`src/rtl/clkstart_pkg.sv`:
```
package clkstart_pkg;

    typedef enum logic [1:0] {
        OSC_RC        = 2'd0,
        OSC_FAST_XTAL = 2'd1,
        OSC_STD_XTAL  = 2'd2,
        OSC_SLOW_XTAL = 2'd3
    } osc_kind_e;

    typedef enum logic [1:0] {
        DLY_SHORT = 2'd0,
        DLY_20MS  = 2'd1,
        DLY_40MS  = 2'd2,
        DLY_80MS  = 2'd3
    } dly_code_e;

    typedef enum logic [1:0] {
        SQ_HOLD  = 2'd0,
        SQ_COUNT = 2'd1,
        SQ_RUN   = 2'd2
    } seq_state_e;

    typedef struct packed {
        logic pwr_on;
        logic pwr_edge;
        logic ext_clr;
        logic wdog;
    } rst_cause_t;

    localparam int unsigned NUM_CODES = 4;

    // Shortest delay code that a given oscillator kind tolerates.
    function automatic dly_code_e floor_code(input osc_kind_e kind);
        dly_code_e f;
        case (kind)
            OSC_RC:        f = DLY_SHORT;
            OSC_FAST_XTAL: f = DLY_20MS;
            OSC_STD_XTAL:  f = DLY_20MS;
            default:       f = DLY_40MS;
        endcase
        return f;
    endfunction

    // Requested code, raised to the floor when it is too short.
    function automatic dly_code_e legal_code(input osc_kind_e kind, input dly_code_e req);
        dly_code_e f;
        f = floor_code(kind);
        return (req < f) ? f : req;
    endfunction

    function automatic logic cause_any(input rst_cause_t c);
        return c.pwr_on | c.pwr_edge | c.ext_clr | c.wdog;
    endfunction

    function automatic logic cause_is_power(input rst_cause_t c);
        return c.pwr_on | c.pwr_edge;
    endfunction

    function automatic int unsigned max_of4(input int unsigned a, input int unsigned b,
                                            input int unsigned c, input int unsigned d);
        int unsigned m;
        m = a;
        if (b > m) m = b;
        if (c > m) m = c;
        if (d > m) m = d;
        return m;
    endfunction

endpackage

```
`src/rtl/rst_cause_collect.sv`:
```
module rst_cause_collect
    import clkstart_pkg::*;
#(
    parameter int unsigned SYNC_STAGES = 2
) (
    input  logic       clk,
    input  logic       rst,
    input  logic       pwr_on_req,
    input  logic       pwr_edge_req,
    input  logic       edge_det_en,
    input  logic       mclr_n,
    input  logic       wdog_expire,
    output rst_cause_t cause_q
);

    logic [SYNC_STAGES-1:0] sync_q;
    logic                   clr_pin_sync;
    rst_cause_t             cause_d;

    // Master-clear pin arrives asynchronously: bring it through a flop chain.
    generate
        if (SYNC_STAGES == 1) begin : g_sync_one
            always_ff @(posedge clk) begin
                if (rst) sync_q <= '1;
                else     sync_q <= mclr_n;
            end
        end else begin : g_sync_chain
            always_ff @(posedge clk) begin
                if (rst) sync_q <= '1;
                else     sync_q <= {sync_q[SYNC_STAGES-2:0], mclr_n};
            end
        end
    endgenerate

    assign clr_pin_sync = sync_q[SYNC_STAGES-1];

    // Exactly one of the two power sources is honoured, picked by the option.
    always_comb begin
        cause_d.pwr_on   = pwr_on_req   & ~edge_det_en;
        cause_d.pwr_edge = pwr_edge_req &  edge_det_en;
        cause_d.ext_clr  = ~clr_pin_sync;
        cause_d.wdog     = wdog_expire;
    end

    always_ff @(posedge clk) begin
        if (rst) cause_q <= '0;
        else     cause_q <= cause_d;
    end

endmodule

```
`src/rtl/delay_select.sv`:
```
module delay_select
    import clkstart_pkg::*;
#(
    parameter int unsigned TICKS_C0 = 3,
    parameter int unsigned TICKS_C1 = 400,
    parameter int unsigned TICKS_C2 = 800,
    parameter int unsigned TICKS_C3 = 1600,
    parameter int unsigned CW       = 11
) (
    input  logic [1:0]    osc_kind,
    input  logic [1:0]    dly_sel,
    output logic [CW-1:0] target_ticks
);

    logic [CW-1:0] tick_tbl [NUM_CODES];
    dly_code_e     use_code;

    // One table entry per delay code, each taken from its own parameter.
    generate
        for (genvar gi = 0; gi < NUM_CODES; gi++) begin : g_tbl
            localparam int unsigned TV = (gi == 0) ? TICKS_C0 :
                                         (gi == 1) ? TICKS_C1 :
                                         (gi == 2) ? TICKS_C2 : TICKS_C3;
            assign tick_tbl[gi] = CW'(TV);
        end
    endgenerate

    always_comb begin
        use_code     = legal_code(osc_kind_e'(osc_kind), dly_code_e'(dly_sel));
        target_ticks = tick_tbl[use_code];
    end

endmodule

```
`src/rtl/startup_timer.sv`:
```
module startup_timer
    import clkstart_pkg::*;
#(
    parameter int unsigned CW = 11
) (
    input  logic          clk,
    input  logic          rst,
    input  logic          hold,
    input  logic          tick,
    input  logic [CW-1:0] target_ticks,
    output logic          running,
    output logic          release_pulse
);

    seq_state_e    state_q, state_d;
    logic [CW-1:0] cnt_q, cnt_d;
    logic [CW-1:0] cnt_inc;
    logic          rel_d;
    logic          rel_q;

    assign cnt_inc = cnt_q + CW'(1);

    always_comb begin
        state_d = state_q;
        cnt_d   = cnt_q;
        rel_d   = 1'b0;
        case (state_q)
            SQ_HOLD: begin
                cnt_d = '0;
                state_d = SQ_COUNT;
            end
            SQ_COUNT: begin
                if (tick) begin
                    if (cnt_inc >= target_ticks) begin
                        state_d = SQ_RUN;
                        cnt_d   = '0;
                        rel_d   = 1'b1;
                    end else begin
                        cnt_d = cnt_inc;
                    end
                end
            end
            SQ_RUN: ;
            default: begin
                state_d = SQ_HOLD;
                cnt_d   = '0;
            end
        endcase
        // Any active cause wins over the count and restarts it from zero.
        if (hold) begin
            state_d = SQ_HOLD;
            cnt_d   = '0;
            rel_d   = 1'b0;
        end
    end

    always_ff @(posedge clk) begin
        if (rst) begin
            state_q <= SQ_HOLD;
            cnt_q   <= '0;
            rel_q   <= 1'b0;
        end else begin
            state_q <= state_d;
            cnt_q   <= cnt_d;
            rel_q   <= rel_d;
        end
    end

    assign running       = (state_q == SQ_RUN);
    assign release_pulse = rel_q;

endmodule

```
`src/rtl/clkstart_reset_seq.sv`:
```
module clkstart_reset_seq
    import clkstart_pkg::*;
#(
    parameter int unsigned ADDR_W      = 9,
    parameter int unsigned SYNC_STAGES = 2,
    parameter int unsigned TICKS_C0    = 3,
    parameter int unsigned TICKS_C1    = 400,
    parameter int unsigned TICKS_C2    = 800,
    parameter int unsigned TICKS_C3    = 1600
) (
    input  logic              clk,
    input  logic              rst,
    input  logic              tick,
    input  logic [1:0]        osc_kind,
    input  logic [1:0]        dly_sel,
    input  logic              edge_det_en,
    input  logic              pwr_on_req,
    input  logic              pwr_edge_req,
    input  logic              mclr_n,
    input  logic              wdog_expire,
    output logic              core_rst,
    output logic              start_done,
    output logic              vec_load,
    output logic [ADDR_W-1:0] vec_addr,
    output logic              power_loss
);

    localparam int unsigned MAX_TICKS = max_of4(TICKS_C0, TICKS_C1, TICKS_C2, TICKS_C3);
    localparam int unsigned CW        = $clog2(MAX_TICKS + 1);

    rst_cause_t    cause_q;
    logic [CW-1:0] target_ticks;
    logic          running;
    logic          rel_pulse;
    logic          plf_q;

    rst_cause_collect #(
        .SYNC_STAGES (SYNC_STAGES)
    ) u_causes (
        .clk          (clk),
        .rst          (rst),
        .pwr_on_req   (pwr_on_req),
        .pwr_edge_req (pwr_edge_req),
        .edge_det_en  (edge_det_en),
        .mclr_n       (mclr_n),
        .wdog_expire  (wdog_expire),
        .cause_q      (cause_q)
    );

    delay_select #(
        .TICKS_C0 (TICKS_C0),
        .TICKS_C1 (TICKS_C1),
        .TICKS_C2 (TICKS_C2),
        .TICKS_C3 (TICKS_C3),
        .CW       (CW)
    ) u_dsel (
        .osc_kind     (osc_kind),
        .dly_sel      (dly_sel),
        .target_ticks (target_ticks)
    );

    startup_timer #(
        .CW (CW)
    ) u_timer (
        .clk           (clk),
        .rst           (rst),
        .hold          (cause_any(cause_q)),
        .tick          (tick),
        .target_ticks  (target_ticks),
        .running       (running),
        .release_pulse (rel_pulse)
    );

    // Sticky flag: only power events set it, only block init clears it.
    always_ff @(posedge clk) begin
        if (rst)                          plf_q <= 1'b0;
        else if (cause_is_power(cause_q)) plf_q <= 1'b1;
    end

    assign core_rst   = ~running;
    assign start_done = running;
    assign vec_load   = rel_pulse;
    assign vec_addr   = {ADDR_W{1'b1}};
    assign power_loss = plf_q;

endmodule

```
`config.mk`:
```
export PLATFORM = sky130hd
export DESIGN_NAME = clkstart_reset_seq
export DESIGN_NICKNAME = d
export VERILOG_FILES = /design/src/rtl/clkstart_pkg.sv /design/src/rtl/rst_cause_collect.sv /design/src/rtl/delay_select.sv /design/src/rtl/startup_timer.sv /design/src/rtl/clkstart_reset_seq.sv
export SDC_FILE = /design/constraint.sdc
export NUM_CORES = 1
export LEC_CHECK = 0
export CORE_MARGIN = 3
export CORE_UTILIZATION = 30
export CTS_BUF_LIST = sky130_fd_sc_hd__clkbuf_8
export DETAILED_ROUTE_END_ITERATION = 10
export GPL_ROUTABILITY_DRIVEN = 0
export PLACE_DENSITY = 0.63
export SYNTH_ARGS = -nofsm -noshare
export SYNTH_HDL_FRONTEND = slang
export SYNTH_SLANG_ARGS = --single-unit
export TNS_END_PERCENT = 20
```
`constraint.sdc`:
```
create_clock -name clk -period 3.1 [get_ports clk]
set_input_delay 0.62 -clock clk [delete_from_list [all_inputs] [get_ports clk]]
set_output_delay 0.62 -clock clk [all_outputs]
set_load 0.05 [all_outputs]
```
==> key figures <==
GRT
  – GRT Resource Usage Total: 10.9%
  – Vias in the first global route: around 1100
  – First-pass GRT wire length: 4800 um
  – Grt met1 use: 15.2%
  – GRT overflow: 0
  – GR Layer Usage met3: 2.40%
  – Most used routing layer: met2
  – Met2 Use GR: between 15 and 20%
  – Antenna violations before repair: 0
  – Largest net degree at the start of global routing: 15

Synth
  – Netlist cell types: 40
  – Syn Std Cell Area: 0.00141 sq mm
  – Sequential share of the synthesized area: 29.7%
  – Synth Warn #: 0
  – Avg Cell Area, Syn: 8.37 sq um
  – Cells after synthesis: 169
  – Yosys reg bits: 21

Route
  – Drt drc: 0
  – Iteration count of the initial detailed-routing pass: 4
  – Vias: 1179
  – WL/cell: 11.3 um
  – DRT Wirelength: 2790 um
  – Remaining antenna violation count: 0
  – Starting DRT DRC Count: 50
  – Vias per Instance: 4.77

Setup path
  – Start point of the critical path: osc_kind[0]
  – Critical path endpoint: u_timer.cnt_q[5]
  – Crit-path max FO: 8
  – RR Endpoint: u_timer.cnt_q[3]
  – Reg2Reg Depth: 12
  – Slowest cell on crit path: o211ai_4
  – CP bufs+invs: 8
  – Critical path arrival: 3.12 ns
  – Worst Setup Path Type: in -> reg
  – Flop-to-flop setup slack: 0.22 ns
  – Cell family with most CP delay: compound AO/OA/AOI/OAI gates
  – WP depth: 19
  – Reg2reg start: u_timer.cnt_q[1]
  – Worst path cell trace: clkbuf_2, ha_2, inv_2, ha_4, inv_2, o21ai_1, o21ai_1, inv_1, buf_4, buf_4, ha_1, inv_1, ha_1, a21oi_1, o21ai_1, o211ai_4, buf_6, nand3_1, a31oi_1
  – Max incr delay on CP: 0.33 ns
  – Req. time, crit path: 3.28 ns
  – Startpoint Class: input pin
  – Top cell by count, worst path: o21ai_1
  – Worst setup EP type: register

Floorplanning
  – Row count: 24
  – Initial Util: 31.8%
  – Die ar.: 0.00557 sq mm
  – Die Height: 74.7 um
  – I/O pins: 25
  – Area of the core: 0.00444 sq mm
  – Die Span X: ~75 um

Min path
  – Hold/Removal Path Class: reg -> reg

Clocking
  – Num CTS Buffers: 3
  – Sink Count: 21
  – TritonCTS clock tree: yes
  – Clock transition at the registers of the reported paths: 0.07 ns
  – H-tree depth: 1
  – Later-pin clock latency in the skew report: 0.26 ns
  – Root Driver: clkbuf_8
  – Max clock buf depth: 2

STA
  – Final Skew: 0.00296 ns
  – Max-slew violation count: 0
  – Tcrit/Tclk final: 94.9%
  – Setup ws final: 0.158 ns
  – Final Critical Period: 2.94 ns
  – Max Clk Rate: 340 MHz
  – # setup viols final: 0
  – Setup TNS: 0 ns
  – Relative slew slack: 65.3%
  – Tightest Pin Transition: 0.519 ns
  – Final hold vios: 0

Layout
  – Fillers: about 450
  – Layout Nets: 223
  – Layout cells sized above 1: 24.1%
  – Area of the multi-input gates: 0.00101 sq mm
  – Design area: 0.00184 sq mm
  – Register area: 422 sq um
  – Synthesis-to-layout area growth: 30.4%
  – Final core utilization: 41.5%
  – Ant. Diodes: 0

Pwr
  – Leakage power: ~0.73 nW
  – Peak supply drop: 0.155 mV
  – Power Dens Cells: between 300 and 400 mW/mm^2

Placement
  – Post-detailed-placement half-perimeter wirelength: 2120 um
  – Pre-CTS WS: -0.597 ns
  – Buffers on Ports: 15
  – Area post-placement: 0.00165 sq mm

Outcome
  – Status: finished, final reports clean

Flow run
  – Total of max-cap violations: 0
## layout make-up
cell class	instances	share of cell area, %
inverter	12	2.44
tap	52	3.53
multi-input combinational	128	54.7
timing repair buffer	30	14.1
clock inverter	1	0.204
clock buffer	3	2.24
sequential	21	22.9
## report_power, final
| group | leakage [nW] | internal (mW) | switching [mW] | total [mW] |
|---|---|---|---|---|
| registers | 0.171 | 0.275 | 0.00253 | 0.278 |
| logic | 0.533 | 0.0649 | 0.0810 | 0.146 |
| clock network | 0.0269 | 0.0881 | 0.0851 | 0.173 |
## cells in the final DEF, fill, tap and decap left out, types with 3 or more instances in the layout
| cell type | Yosys | final |
|---|---|---|
| clkbuf_8 | 0 | 3 |
| nand3_1 | 13 | 12 |
| conb_1 | 1 | 9 |
| a21oi_1 | 10 | 8 |
| ha_2 | 0 | 3 |
| buf_4 | 9 | 13 |
| dfxtp_1 | 21 | 20 |
| nand2_1 | 17 | 16 |
| inv_1 | 12 | 10 |
| nor2_1 | 10 | 10 |
| o21ai_1 | 1 | 3 |
| ha_4 | 0 | 6 |
| nor3_1 | 4 | 4 |
| a31oi_1 | 3 | 3 |
| ha_1 | 15 | 6 |
| nand4_1 | 3 | 3 |
| nor2b_1 | 5 | 5 |
| inv_2 | 0 | 3 |
| or2_2 | 3 | 3 |
| xnor2_1 | 6 | 6 |
| clkdlybuf4s50_1 | 0 | 12 |
## how the worst min path moves through the flow
stage	from	endpoint	slack (ns)	cells after the start
6_report	u_causes.sync_q[1]	u_causes.cause_q[1]	0.38	1
2_1_floorplan	u_causes.sync_q[1]	u_causes.cause_q[1]	0.36	1
5_1_grt	u_causes.sync_q[1]	u_causes.cause_q[1]	0.40	1
3_5_place_dp	u_causes.sync_q[1]	u_causes.cause_q[1]	0.37	1
3_3_place_gp	u_causes.sync_q[1]	u_causes.cause_q[1]	0.37	1
4_1_cts	u_causes.sync_q[1]	u_causes.cause_q[1]	0.39	1
## worst reg2reg max path, cell delays in order (launching register included)
cell and delay (ns):
dfxtp_2 0.36, ha_2 0.20, and3_2 0.24, nand2_1 0.09, or3_1 0.36, xnor2_1 0.16, ha_1 0.32, nand3_2 0.09
buf_4 0.14, o31a_1 0.38, buf_4 0.17, a32oi_1 0.17, nor2_1 0.05
## Yosys cell counts (all sizes together)
cell	number	share of area, %
a32oi	2	1.2
inv	12	3.2
xnor2	6	3.7
a311oi	1	0.62
nor2b	5	2.2
xnor3	2	3.2
nand2b	2	0.88
o211ai	2	2.0
conb	1	0.27
xor2	2	1.2
a21oi	10	3.5
clkbuf	3	0.80
nand2	17	4.5
nand4b	2	1.2
or3	1	0.44
a31oi	3	1.3
nor3b	1	0.53
o21ai	5	1.8
o31a	1	0.62
or2	3	1.3
a21o	1	0.53
nand4	3	1.3
o21ba	1	0.71
nor2	10	2.7
and3	2	0.97
a21boi	1	0.53
nand3	13	4.6
a2111oi	1	0.62
and2	1	0.44
nor3	5	2.6
o311a	1	0.71
buf	13	6.6
ha	15	13
dfxtp	21	30
## routing by layer
layer / up-vias / routed length, um / part of all wire [%]
met5: - / 0 / 0
met4: 0 / 26 / 0.93
met3: 2 / 123 / 4.4
met2: 22 / 1370 / 49
met1: 543 / 1270 / 46
li1: 612 / - / -
## registers in the layout (all words and copies together), names as in the netlist
register and count:
u_timer.release_pulse 1, u_timer.cnt_q 11, power_loss 1, u_causes.sync_q 2
u_timer.state_q 2, u_causes.cause_q 4
## timing repair
| item | 4_1_cts | 5_1_grt |
|---|---|---|
| buffers inserted | 1 | 2 |
| hold buffers | 0 | 0 |
| pin swaps | 9 | 13 |
| endpoints found under the setup margin | 14 | 14 |
| gates resized for setup | 17 | 14 |
## kinds of logic after synthesis
kind of cell,Yosys count,synth area share [%]
buf+inv,28,10.6
fa+ha+maj,15,13.3
other cells,1,0.265
simple gates,65,23.7
xor+xnor,10,8.14
flops,21,29.7
compound gates,29,14.2
## per-stage QoR
stage | power, mW | hold slack (ns) | instances
floorplan | 0.373 | 0.363 | 177
finish | 0.597 | 0.382 | 247
global route | 0.633 | 0.405 | 247
global placement | 0.402 | 0.367 | 240
detailed placement | 0.403 | 0.372 | 240
CTS | 0.588 | 0.385 | 245
Note: power is estimated with default switching activity, not from simulation.
